<file path="config.mk">
export PLATFORM = sky130hd
export DESIGN_NAME = bclk_presence_det
export DESIGN_NICKNAME = d
export VERILOG_FILES = /design/src/rtl/bcd_pkg.sv /design/src/rtl/bcd_sync.sv /design/src/rtl/bcd_window.sv /design/src/rtl/bcd_csr.sv /design/src/rtl/bclk_presence_det.sv
export SDC_FILE = /design/constraint.sdc
export NUM_CORES = 1
export LEC_CHECK = 0
export ABC_AREA = 1
export BUFFER_PORTS_ARGS = -buffer_cell sky130_fd_sc_hd__buf_4
export CAP_MARGIN = 15
export CORE_MARGIN = 5
export CORE_UTILIZATION = 51
export DETAILED_ROUTE_END_ITERATION = 12
export GPL_TIMING_DRIVEN = 0
export PLACE_DENSITY_LB_ADDON = 0.25
export SLEW_MARGIN = 20
export SYNTH_ARGS = -nofsm -noshare
export SYNTH_HDL_FRONTEND = slang
export SYNTH_HIERARCHICAL = 1
export SYNTH_SLANG_ARGS = --single-unit
</file>
<file path="constraint.sdc">
create_clock -name clk -period 3.55 [get_ports clk]
set_clock_uncertainty 0.2 [all_clocks]
set_input_delay 0.71 -clock clk [delete_from_list [all_inputs] [get_ports clk]]
set_output_delay 0.71 -clock clk [all_outputs]
set_load 0.02 [all_outputs]
</file>
<file path="src/rtl/bcd_pkg.sv">
// Shared bit positions of the detector's control byte.
// Assumes an 8-bit control byte; positions are fixed because software decodes them.
package bcd_pkg;
    localparam int CTL_W     = 8;
    localparam int MODE_BIT  = 0;
    localparam int FLAG_BIT  = 1;
    localparam int EN_BIT    = 2;
    localparam int CLR_BIT   = 3;
endpackage

</file>
<file path="src/rtl/bcd_sync.sv">
// Synchronizes an asynchronous clock-like input and emits a one-cycle pulse on
// each synchronized rising edge.
// Assumes STAGES >= 2 and that the input toggles slower than clk/2.
module bcd_sync #(
    parameter int STAGES = 2
) (
    input  logic clk,
    input  logic rst_n,
    input  logic async_in,
    output logic rise
);
    logic [STAGES-1:0] chain;
    logic              prev;

    // First stage captures the asynchronous input.
    always_ff @(posedge clk) begin
        if (!rst_n) chain[0] <= 1'b0;
        else        chain[0] <= async_in;
    end

    generate
        for (genvar i = 1; i < STAGES; i++) begin : g_stage
            // Later stages resolve metastability.
            always_ff @(posedge clk) begin
                if (!rst_n) chain[i] <= 1'b0;
                else        chain[i] <= chain[i-1];
            end
        end
    endgenerate

    // Keep the last synchronized value for edge detection.
    always_ff @(posedge clk) begin
        if (!rst_n) prev <= 1'b0;
        else        prev <= chain[STAGES-1];
    end

    assign rise = chain[STAGES-1] & ~prev;
endmodule

</file>
<file path="src/rtl/bcd_window.sv">
// Counts synchronized edges inside a repeating timeout window and signals a
// hit when EDGES edges fall in one window.
// Assumes EDGES >= 2 (one glitch never detects) and WINDOW >= 2.
module bcd_window #(
    parameter int EDGES  = 4,
    parameter int WINDOW = 64
) (
    input  logic clk,
    input  logic rst_n,
    input  logic run,
    input  logic rise,
    output logic hit
);
    localparam int EW = (EDGES > 1) ? $clog2(EDGES) : 1;
    localparam int WW = (WINDOW > 1) ? $clog2(WINDOW) : 1;
    localparam logic [EW-1:0] EDGE_LAST = EW'(EDGES - 1);
    localparam logic [WW-1:0] WIN_LAST  = WW'(WINDOW - 1);

    logic [EW-1:0] edge_cnt;
    logic [WW-1:0] win_cnt;
    logic          win_end;

    assign win_end = (win_cnt == WIN_LAST);
    assign hit     = run && rise && (edge_cnt == EDGE_LAST);

    // Advance the window timer; it restarts on expiry or when idle.
    always_ff @(posedge clk) begin
        if (!rst_n || !run) win_cnt <= '0;
        else if (win_end)   win_cnt <= '0;
        else                win_cnt <= win_cnt + 1'b1;
    end

    // Count edges in the current window, saturating at the threshold.
    always_ff @(posedge clk) begin
        if (!rst_n || !run)                    edge_cnt <= '0;
        else if (win_end)                      edge_cnt <= '0;
        else if (rise && edge_cnt != EDGE_LAST) edge_cnt <= edge_cnt + 1'b1;
    end
endmodule

</file>
<file path="src/rtl/bcd_csr.sv">
// Holds the control byte (mode, enable, clear) and the active-low no-clock flag.
// Assumes the write strobe lasts one cycle per write; bit 1 and 7:4 are not writable.
module bcd_csr
    import bcd_pkg::*;
(
    input  logic             clk,
    input  logic             rst_n,
    input  logic             wr_en,
    input  logic [CTL_W-1:0] wr_data,
    input  logic             hit,
    output logic [CTL_W-1:0] rd_data,
    output logic             run,
    output logic             mode
);
    logic en_q, clr_q, flag_n_q;

    // Store the writable control bits.
    always_ff @(posedge clk) begin
        if (!rst_n) begin
            mode  <= 1'b0;
            en_q  <= 1'b0;
            clr_q <= 1'b0;
        end else if (wr_en) begin
            mode  <= wr_data[MODE_BIT];
            en_q  <= wr_data[EN_BIT];
            clr_q <= wr_data[CLR_BIT];
        end
    end

    // Update the flag: clear wins, a hit under enable detects, else hold.
    always_ff @(posedge clk) begin
        if (!rst_n)          flag_n_q <= 1'b1;
        else if (clr_q)      flag_n_q <= 1'b1;
        else if (en_q && hit) flag_n_q <= 1'b0;
    end

    assign run = en_q & ~clr_q;

    // Assemble the readback byte.
    always_comb begin
        rd_data           = '0;
        rd_data[MODE_BIT] = mode;
        rd_data[FLAG_BIT] = flag_n_q;
        rd_data[EN_BIT]   = en_q;
        rd_data[CLR_BIT]  = clr_q;
    end
endmodule

</file>
<file path="src/rtl/bclk_presence_det.sv">
// Top of the codec bit-clock presence detector: synchronizer, edge window and
// control byte. Assumes rst_n is the power-on reset and bit_clk_in is asynchronous.
module bclk_presence_det #(
    parameter int SYNC_STAGES   = 2,
    parameter int EDGES_NEEDED  = 4,
    parameter int WINDOW_CYCLES = 64
) (
    input  logic       clk,
    input  logic       rst_n,
    input  logic       bit_clk_in,
    input  logic       wr_en,
    input  logic [7:0] wr_data,
    output logic [7:0] rd_data,
    output logic       link_hda_mode
);
    logic rise, run, hit;

    bcd_sync #(.STAGES(SYNC_STAGES)) u_sync (
        .clk(clk), .rst_n(rst_n), .async_in(bit_clk_in), .rise(rise)
    );

    bcd_window #(.EDGES(EDGES_NEEDED), .WINDOW(WINDOW_CYCLES)) u_win (
        .clk(clk), .rst_n(rst_n), .run(run), .rise(rise), .hit(hit)
    );

    bcd_csr u_csr (
        .clk(clk), .rst_n(rst_n), .wr_en(wr_en), .wr_data(wr_data),
        .hit(hit), .rd_data(rd_data), .run(run), .mode(link_hda_mode)
    );
endmodule

</file>
# Word-level counts from Yosys, hierarchy flattened
# Index checks and enable logic that the tools add are counted.
totals:
  regBits: 15
  in_bits: 12
  output_inout_bits: 9
  wordCells: 28
op_classes:
  n_addsub: 2
  n_eq_ne: 3
  n_bitwise: 5
  n_reduce_logical: 9
ops:
  columns: ["operator", "n"]
  rows:
  - ["adder 6 x 1 -> 6 bit (second input constant)", 1]
  - ["== test 6 bit (second input constant)", 1]
  - ["logical AND 1 bit", 4]
  - ["OR reduction 2 bit", 2]
  - ["NOT 1 bit", 3]
  - ["adder 2 x 1 -> 2 bit (second input constant)", 1]
  - ["AND 1 bit", 2]
  - ["== test 2 bit (second input constant)", 1]
  - ["logical NOT 1 bit", 2]
  - ["!= test 2 bit (second input constant)", 1]
  - ["logical OR 1 bit", 1]

# Longest topological paths before layout
# Gate-level depths: netlist of run 1.
logic_depth:
  word_depth: 5
  mapped_depth: 7

# Modules after synthesis
# Netlist of run 1, hierarchy kept.
modules_own_cells:
  columns: ["mod", "n_inst", "cells_each", "area_per_inst_um2"]
  rows:
  - ["bcd_window", 1, 43, 361.6]
  - ["bcd_csr", 1, 34, 224.0]
  - ["bcd_sync", 1, 11, 92.6]

# Worst setup path before layout of run 1
# Ideal clock, no wire load.
synth_timing:
  path_type: "flip-flop to output port"
  start: "register u_csr.mode"
  end: "output rd_data[0]"
  arrival_time_ns: 0.617
  t_required_ns: 2.640
  path_slack_ns: 2.023
  stages_incl_launch_ff: 2
  cell_sequence: "dfxtp_1 buf_4"
synth_lines:
  columns: ["item", "line_no", "source"]
  rows:
  - ["start: declaration", "bcd_csr.sv:13", "output logic mode"]
  - ["start signal: assignment", "bcd_csr.sv:24", "mode <= wr_data[MODE_BIT];"]
  - ["end: declaration", "bclk_presence_det.sv:13", "output logic [7:0] rd_data,"]
# No word-level cell between the ends.

# Worst setup path in the final report of run 1
layout_timing:
  start: "register u_csr.clr_q"
  end: "output rd_data[3]"
layout_lines:
  columns: ["item", "line_no", "source"]
  rows:
  - ["start: declaration", "bcd_csr.sv:15", "logic en_q, clr_q, flag_n_q;"]
  - ["start signal: assignment", "bcd_csr.sv:26", "clr_q <= wr_data[CLR_BIT];"]
# No word-level cell between the ends.

==> results.md, run 1 <==
* Worst EP arrival at 930 ps
* Flop2flop setup slack at 2190 ps
* All-layer global routing usage at 11.95%
* RR Startpoint: u_win/win_cnt[0]$_SDFF_PP0_
* Layout cells sized above 1 at 24.53%
* Status: completed
* Port Buffer Count at 11
* Util after Layout at between 60% and 70%
* Most common cell after layout, fill and taps aside: buf_4
* Most Crowded Layer GR: met2
* CP bufs+invs at 2
* Largest net degree at the start of global routing at 11
* Router iterations before antenna repair at 4
* Min-Delay Endpoint: u_sync/chain[1]$_SDFF_PN0_
* CTS tree: yes
* Initial antenna violation count at 0
* Die Wd at between 40 and 50 µm
* Clock slew at reported path FFs at approximately 100 ps
* Cts repair resizes at 0
* Post-DP HPWL at 815.3 µm
* Die area at 2159 µm²
* MaxCap Viol Count at 0
* Top delay family on crit path: flip-flops
* Most frequent cells in the layout: buf_4 (19), nand2_1 (18), nor2_1 (15), dfxtp_1 (15), inv_1 (14)
* Hold path startpoint: u_sync/chain[0]$_SDFF_PN0_
* Final Cycle Share at 51.74%
* Total gr overflow at 0
* Placeable Area at 1285 µm²
* RSZ-0062 raised after global routing: no
* CP Launch Point: u_csr/clr_q$_SDFFE_PN0P_
* Multiplexer area fraction after synthesis at 0%
* DR vias at 500
* Leakage at 0.4031 nW
* RR Endpoint: u_win/edge_cnt[0]$_SDFFE_PP0P_
* Worst Hold Class: flop to flop
* Syn Inst Count at 88
* GR met2 Demand/Resource at 17.58%
* Final ANT Viol Nets at 0
* Routing usage on met1 at 15.09%
* CP most frequent cell: buf_4
* Register area share after synthesis at roughly 44%
* Fin. max-slew vios at 0
* Met3 Resource Use GR at just under 6%
* CTS Hold Bufs at 0
* Postcts setup bufs at 0
* CTS Buf Count at 3
* Adder-cell share of the synthesized area at 3.690%
* Number of synthesized register bits at 15
* Power share of the combinational group at 11.9%
* Peak Freq at 544.4 MHz
* Slowest CP cell: dfxtp_1
* Post-synthesis compound-gate area fraction at 5.351%
* Post-Route WL at 1091 µm
* Worst-skew pair later-pin latency at approximately 280 ps
* # fillers at 132
* Setup TNS at 0 ps
* GP Congestion at 0.6770
* Die height at roughly 46 µm
* Avg Synthesized Cell Area at 7.706 µm²
* Routed len/inst at 9.017 µm
* R2R depth at 4
* Initial Utilization at 52.78%
* Critical Path Source Type: flop
* Ys Warns at 6
* Kind of critical path: flop to primary output
* Sw Share at 25.26%
* TritonCTS Sinks at 15
* Synthesized cell area at ~680 µm²
* Minimum clock period at 1837 ps
* Hold Path Depth at 2
* Final Power at 312.6 µW
* Critical Path RT at 2640 ps
* DRT iter0 DRCs at 8
* First-pass GRT wire length at 1807 µm
* Xor-xnor portion of the synthesized cell area at under 10%
* H-tree depth at 1
* # IOs at 21
* Crit-path max FO at 4
* CP max stage delay at 390 ps
* Main combinational cell family by area after synthesis: simple AND/OR/NAND/NOR gates
* CP cell instances: buf_4, buf_4
* Worst vdd ir at 0.0002983 V
* Vias in the first global route at 458
* Final number of setup-violating endpoints at 0
* Maximum clock path buffer count at 2
* Sw power at 78.96 µW
* Final Hold Vio Count at 0
* Unique masters post-synth at 15
* Int Pwr at around 230 µW
* Layout area overhead at 21.03%
* Simple-Gate Fraction of Synth Area at between 20% and 30%
* DR DRC count at 0
* Diode count at 0
* Final layout net count at between 100 and 150
* Number of placement rows at 13
* Via/cell ratio at 4.132
* CTS root buf: clkbuf_4
* Pwr/cell area at 380.8 nW/µm²
* Clock power share at 31.9%
* Register share of total power at 56.2%
* CP endpoint kind: primary output
## sequential cells by signal, indices dropped and copies added (netlist names)
register        flops
u_win/win_cnt       6
u_sync/chain        2
u_win/edge_cnt      2
u_csr/mode          1
u_sync/prev         1
u_csr/flag_n_q      1
u_csr/clr_q         1
u_csr/en_q          1
## worst register-to-register path, stage by stage (launching register included)
cell      delay (ps)
dfxtp_1          390
ha_1             230
nand2_1          110
o21bai_4         240
nor2_1            80
## cell usage after synthesis, drive strengths merged
cell type / n / area, µm²
ha: 2 / 25.02
inv: 14 / 52.55
xnor2: 1 / 8.760
nand3: 6 / 35.03
conb: 1 / 3.750
o21bai: 2 / 26.28
nor2: 16 / 62.56
nand2: 18 / 67.56
xor2: 3 / 26.28
a21oi: 2 / 10.01
dfxtp: 15 / 300.3
buf: 8 / 60.06
## per-stage QoR
stage               hold WS [ps]  area, µm²  setup slack (ps)  instances
finish                     214.6      820.8              1713        121
detailed placement         200.5      790.8              2008        117
floorplan                  185.6      689.4              2023         91
global route               254.3      820.8              1646        121
CTS                        216.8      820.8              1695        121
global placement           191.2      790.8              2034        117
## kinds of logic after synthesis
logic type	Yosys count
fa+ha+maj	2
xor+xnor	4
other cells	1
compound gates	4
buf+inv	22
flops	15
simple gates	40
## power by group through the flow
stage	logic (mW)	clock network, mW	registers (mW)
5_1_grt	0.0409	0.114	0.177
3_5_place_dp	0.0371	0	0.180
4_1_cts	0.0373	0.105	0.176
6_report	0.0370	0.0998	0.176
3_3_place_gp	0.0364	0	0.180
2_1_floorplan	0.0231	0	0.180
## how the worst max path moves through the flow
| stage | end | slack, ps | cells past startpoint |
|---|---|---|---|
| after floorplan | rd_data[0] | 2020 | 1 |
| after global placement | rd_data[3] | 2030 | 2 |
| after detailed placement | u_win/edge_cnt[1]$_SDFFE_PP0P_ | 2010 | 4 |
| after CTS | rd_data[3] | 1700 | 2 |
| after global routing | rd_data[3] | 1650 | 2 |
| final | rd_data[3] | 1710 | 2 |
## final cells by class
type | count | area [µm²] | share of cell area, %
well taps | 15 | 18.77 | 2.287
multi-input cells | 54 | 276.5 | 33.69
flip-flops and latches | 15 | 300.3 | 36.59
inverters | 14 | 52.55 | 6.402
clock inverters | 1 | 7.507 | 0.9146
plain buffers | 8 | 60.06 | 7.317
repair buffers | 11 | 82.58 | 10.06
clock buffers | 3 | 22.52 | 2.744
## metal layers
layer | part of all wire [%] | vias to the layer above
met1 | 50 | 208
met2 | 46 | 6
li1 | - | 286
met5 | 0 | -
met4 | 0 | 0
met3 | 3.3 | 0
Note: power is estimated with default switching activity, not from simulation.
==> inputs of run 2 (changes only) <==
CORE_UTILIZATION = 43   (was 51)
clock period = 1.6 ns   (was 3.55 ns; I/O delays follow)
==> run 2 against run 1 <==
  * Final area down 0.30%
  * Worst setup slack got worse by 1500 ps
  * Flip-flop and latch count is the same
  * Global-route usage shrank 3.2 points
==> results.md, run 2 (synthesis results as in run 1) <==
* # IOs at 21 (unchanged)
* First-pass GRT wire length at 1690 µm (was 1807 µm)
* Top delay family on crit path: flip-flops (unchanged)
* Final Power at 682.2 µW (was 312.6 µW)
* Largest net degree at the start of global routing at 9 (was 11)
* Die Wd at 49.71 µm (was 46.47 µm)
* Register share of total power at 57.2% (was 56.2%)
* CTS Buf Count at 3 (unchanged)
* Critical Path RT at 1080 ps (was 2640 ps)
* Worst EP arrival at 910 ps (was 930 ps)
* Leakage at 0.4041 nW (was 0.4031 nW)
* Worst vdd ir at 0.0004549 V (was 0.0002983 V)
* Most frequent cells in the layout: buf_4 (19), nand2_1 (18), nor2_1 (15), dfxtp_1 (15), inv_1 (14) (unchanged)
* CP most frequent cell: buf_4 (unchanged)
* Min-Delay Endpoint: u_sync/chain[0]$_SDFF_PN0_ (was u_sync/chain[1]$_SDFF_PN0_)
* GP Congestion at 0.6818 (was 0.6770)
* Sw power at 162.3 µW (was 78.96 µW)
* CP max stage delay at 390 ps (about the same)
* Initial antenna violation count at 0 (unchanged)
* Hold path startpoint: bit_clk_in (was u_sync/chain[0]$_SDFF_PN0_)
* Router iterations before antenna repair at 4 (unchanged)
* Final number of setup-violating endpoints at 0 (unchanged)
* Clock power share at 30.9% (was 31.9%)
* Largest Register: u_win/win_cnt (unchanged)
* CP cell instances: buf_4, buf_4 (unchanged)
* Post-Route WL at 995 µm (was 1091 µm)
* Initial Utilization at 45.02% (was 52.78%)
* TritonCTS Sinks at 15 (unchanged)
* Layout area overhead at 20.66% (was 21.03%)
* CTS root buf: clkbuf_4 (unchanged)
* Kind of critical path: flop to primary output (unchanged)
* Postcts setup bufs at 0 (unchanged)
* Cts repair resizes at 0 (unchanged)
* Largest register FFs at 6 (unchanged)
* Via/cell ratio at 4.180 (was 4.132)
* Final Cycle Share at about nine tenths
* DR DRC count at 0 (unchanged)
* Worst-skew pair later-pin latency at 280 ps (about the same)
* Die area at 2471 µm² (was 2159 µm²)
* Clock slew at reported path FFs at 80 ps (was 100 ps)
* CP endpoint kind: primary output (unchanged)
* DRT iter0 DRCs at 4 (was 8)
* H-tree depth at 1 (unchanged)
* RSZ-0062 raised after global routing: no (unchanged)
* Power share of the combinational group at 11.9% (about the same)
* Hold Path Depth at 3 (was 2)
* Diode count at 0 (unchanged)
* Fin. max-slew vios at 0 (unchanged)
* Worst Hold Class: input port to flop (was flop to flop)
* CP bufs+invs at 2 (unchanged)
* Number of placement rows at 14 (was 13)
* Post-DP HPWL at 770.5 µm (was 815.3 µm)
* Placeable Area at 1506 µm² (was 1285 µm²)
* RR Endpoint: u_win/win_cnt[3]$_SDFF_PP0_ (was u_win/edge_cnt[0]$_SDFFE_PP0P_)
* Vias in the first global route at 427 (was 458)
* Largest regs: u_win/win_cnt x6, u_sync/chain x2, u_win/edge_cnt x2 (unchanged)
* All-layer global routing usage at 8.720% (was 11.95%)
* R2R depth at 4 (unchanged)
* Peak Freq at 699.6 MHz
* Int Pwr at 519.9 µW (was 233.6 µW)
* Routed len/inst at 8.156 µm (was 9.017 µm)
* CTS Hold Bufs at 0 (unchanged)
* Slowest CP cell: dfxtp_1 (unchanged)
* Flop2flop setup slack at 270 ps (was 2190 ps)
* Minimum clock period at 1429 ps
* CTS tree: yes (unchanged)
* Setup TNS at 0 ps (unchanged)
* Most common cell after layout, fill and taps aside: buf_4 (unchanged)
* Crit-path max FO at 4 (unchanged)
* Final Hold Vio Count at 0 (unchanged)
* DR vias at 510 (was 500)
* Final ANT Viol Nets at 0 (unchanged)
* Port Buffer Count at 11 (unchanged)
* Total gr overflow at 0 (unchanged)
* RR Startpoint: u_win/win_cnt[0]$_SDFF_PP0_ (unchanged)
* Sw Share at 23.79% (was 25.26%)
* Pwr/cell area at 833.7 nW/µm² (was 380.8 nW/µm²)
* Layout cells sized above 1 at 23.58% (was 24.53%)
* Critical Path Source Type: flop (unchanged)
* Maximum clock path buffer count at 2 (unchanged)
* Status: completed (unchanged)
* MaxCap Viol Count at 0 (unchanged)
* Die height at 49.71 µm (was 46.47 µm)
* Final layout net count at 121 (unchanged)
## run 2: cell type report
class                   instances  area [µm²]
fillers                       147       688.2
inverters                      14       52.55
multi-input cells              54       276.5
plain buffers                   8       60.06
repair buffers                 11       82.58
flip-flops and latches         15       300.3
well taps                      16       20.02
clock buffers                   4       26.28
## run 2: how the worst max path moves through the flow
stage,cells past startpoint,from,to
finish,2,u_csr/clr_q$_SDFFE_PN0P_,rd_data[3]
global placement,4,u_win/win_cnt[0]$_SDFF_PP0_,u_win/win_cnt[3]$_SDFF_PP0_
CTS,2,u_csr/clr_q$_SDFFE_PN0P_,rd_data[3]
floorplan,4,u_win/win_cnt[0]$_SDFF_PP0_,u_win/edge_cnt[0]$_SDFFE_PP0P_
detailed placement,4,u_win/win_cnt[0]$_SDFF_PP0_,u_win/win_cnt[3]$_SDFF_PP0_
global route,2,u_csr/clr_q$_SDFFE_PN0P_,rd_data[3]
## run 2: worst min-delay path, cell delays in order
cell and delay [ps]:
buf_4 70, nand2_1 40, inv_1 40
## run 2: per-stage QoR
| step | util [%] | area [µm²] | setup slack, ps | std cells | hold WS, ps |
|---|---|---|---|---|---|
| floorplan | - | 689.4 | 395.0 | 91 | 185.6 |
| global placement | 52.57 | 792.0 | 294.9 | 118 | 191.4 |
| detailed placement | 52.57 | 792.0 | 279.1 | 118 | 204.2 |
| CTS | 54.32 | 818.3 | 156.5 | 122 | 21.57 |
| global route | 54.32 | 818.3 | 116.5 | 122 | 36.50 |
| finish | 54.32 | 818.3 | 170.6 | 122 | 25.56 |
## run 2: per-layer routing
metal | wire [µm] | vias up | global-route usage (%) | share of wire, %
met5 | 0 | - | 0 | 0
met4 | 10 | 0 | 6.550 | 1.0
met3 | 43 | 2 | 2.711 | 4.3
met2 | 427 | 6 | 10.81 | 43
met1 | 514 | 216 | 12.18 | 52
li1 | - | 286 | - | -
## run 2: power groups by stage
stage | clock (mW) | combinational (mW) | sequential [mW]
final | 0.211 | 0.0810 | 0.390
after global routing | 0.235 | 0.0908 | 0.392
after CTS | 0.221 | 0.0821 | 0.390
after detailed placement | 0 | 0.0819 | 0.399
after global placement | 0 | 0.0810 | 0.399
after floorplan | 0 | 0.0512 | 0.400
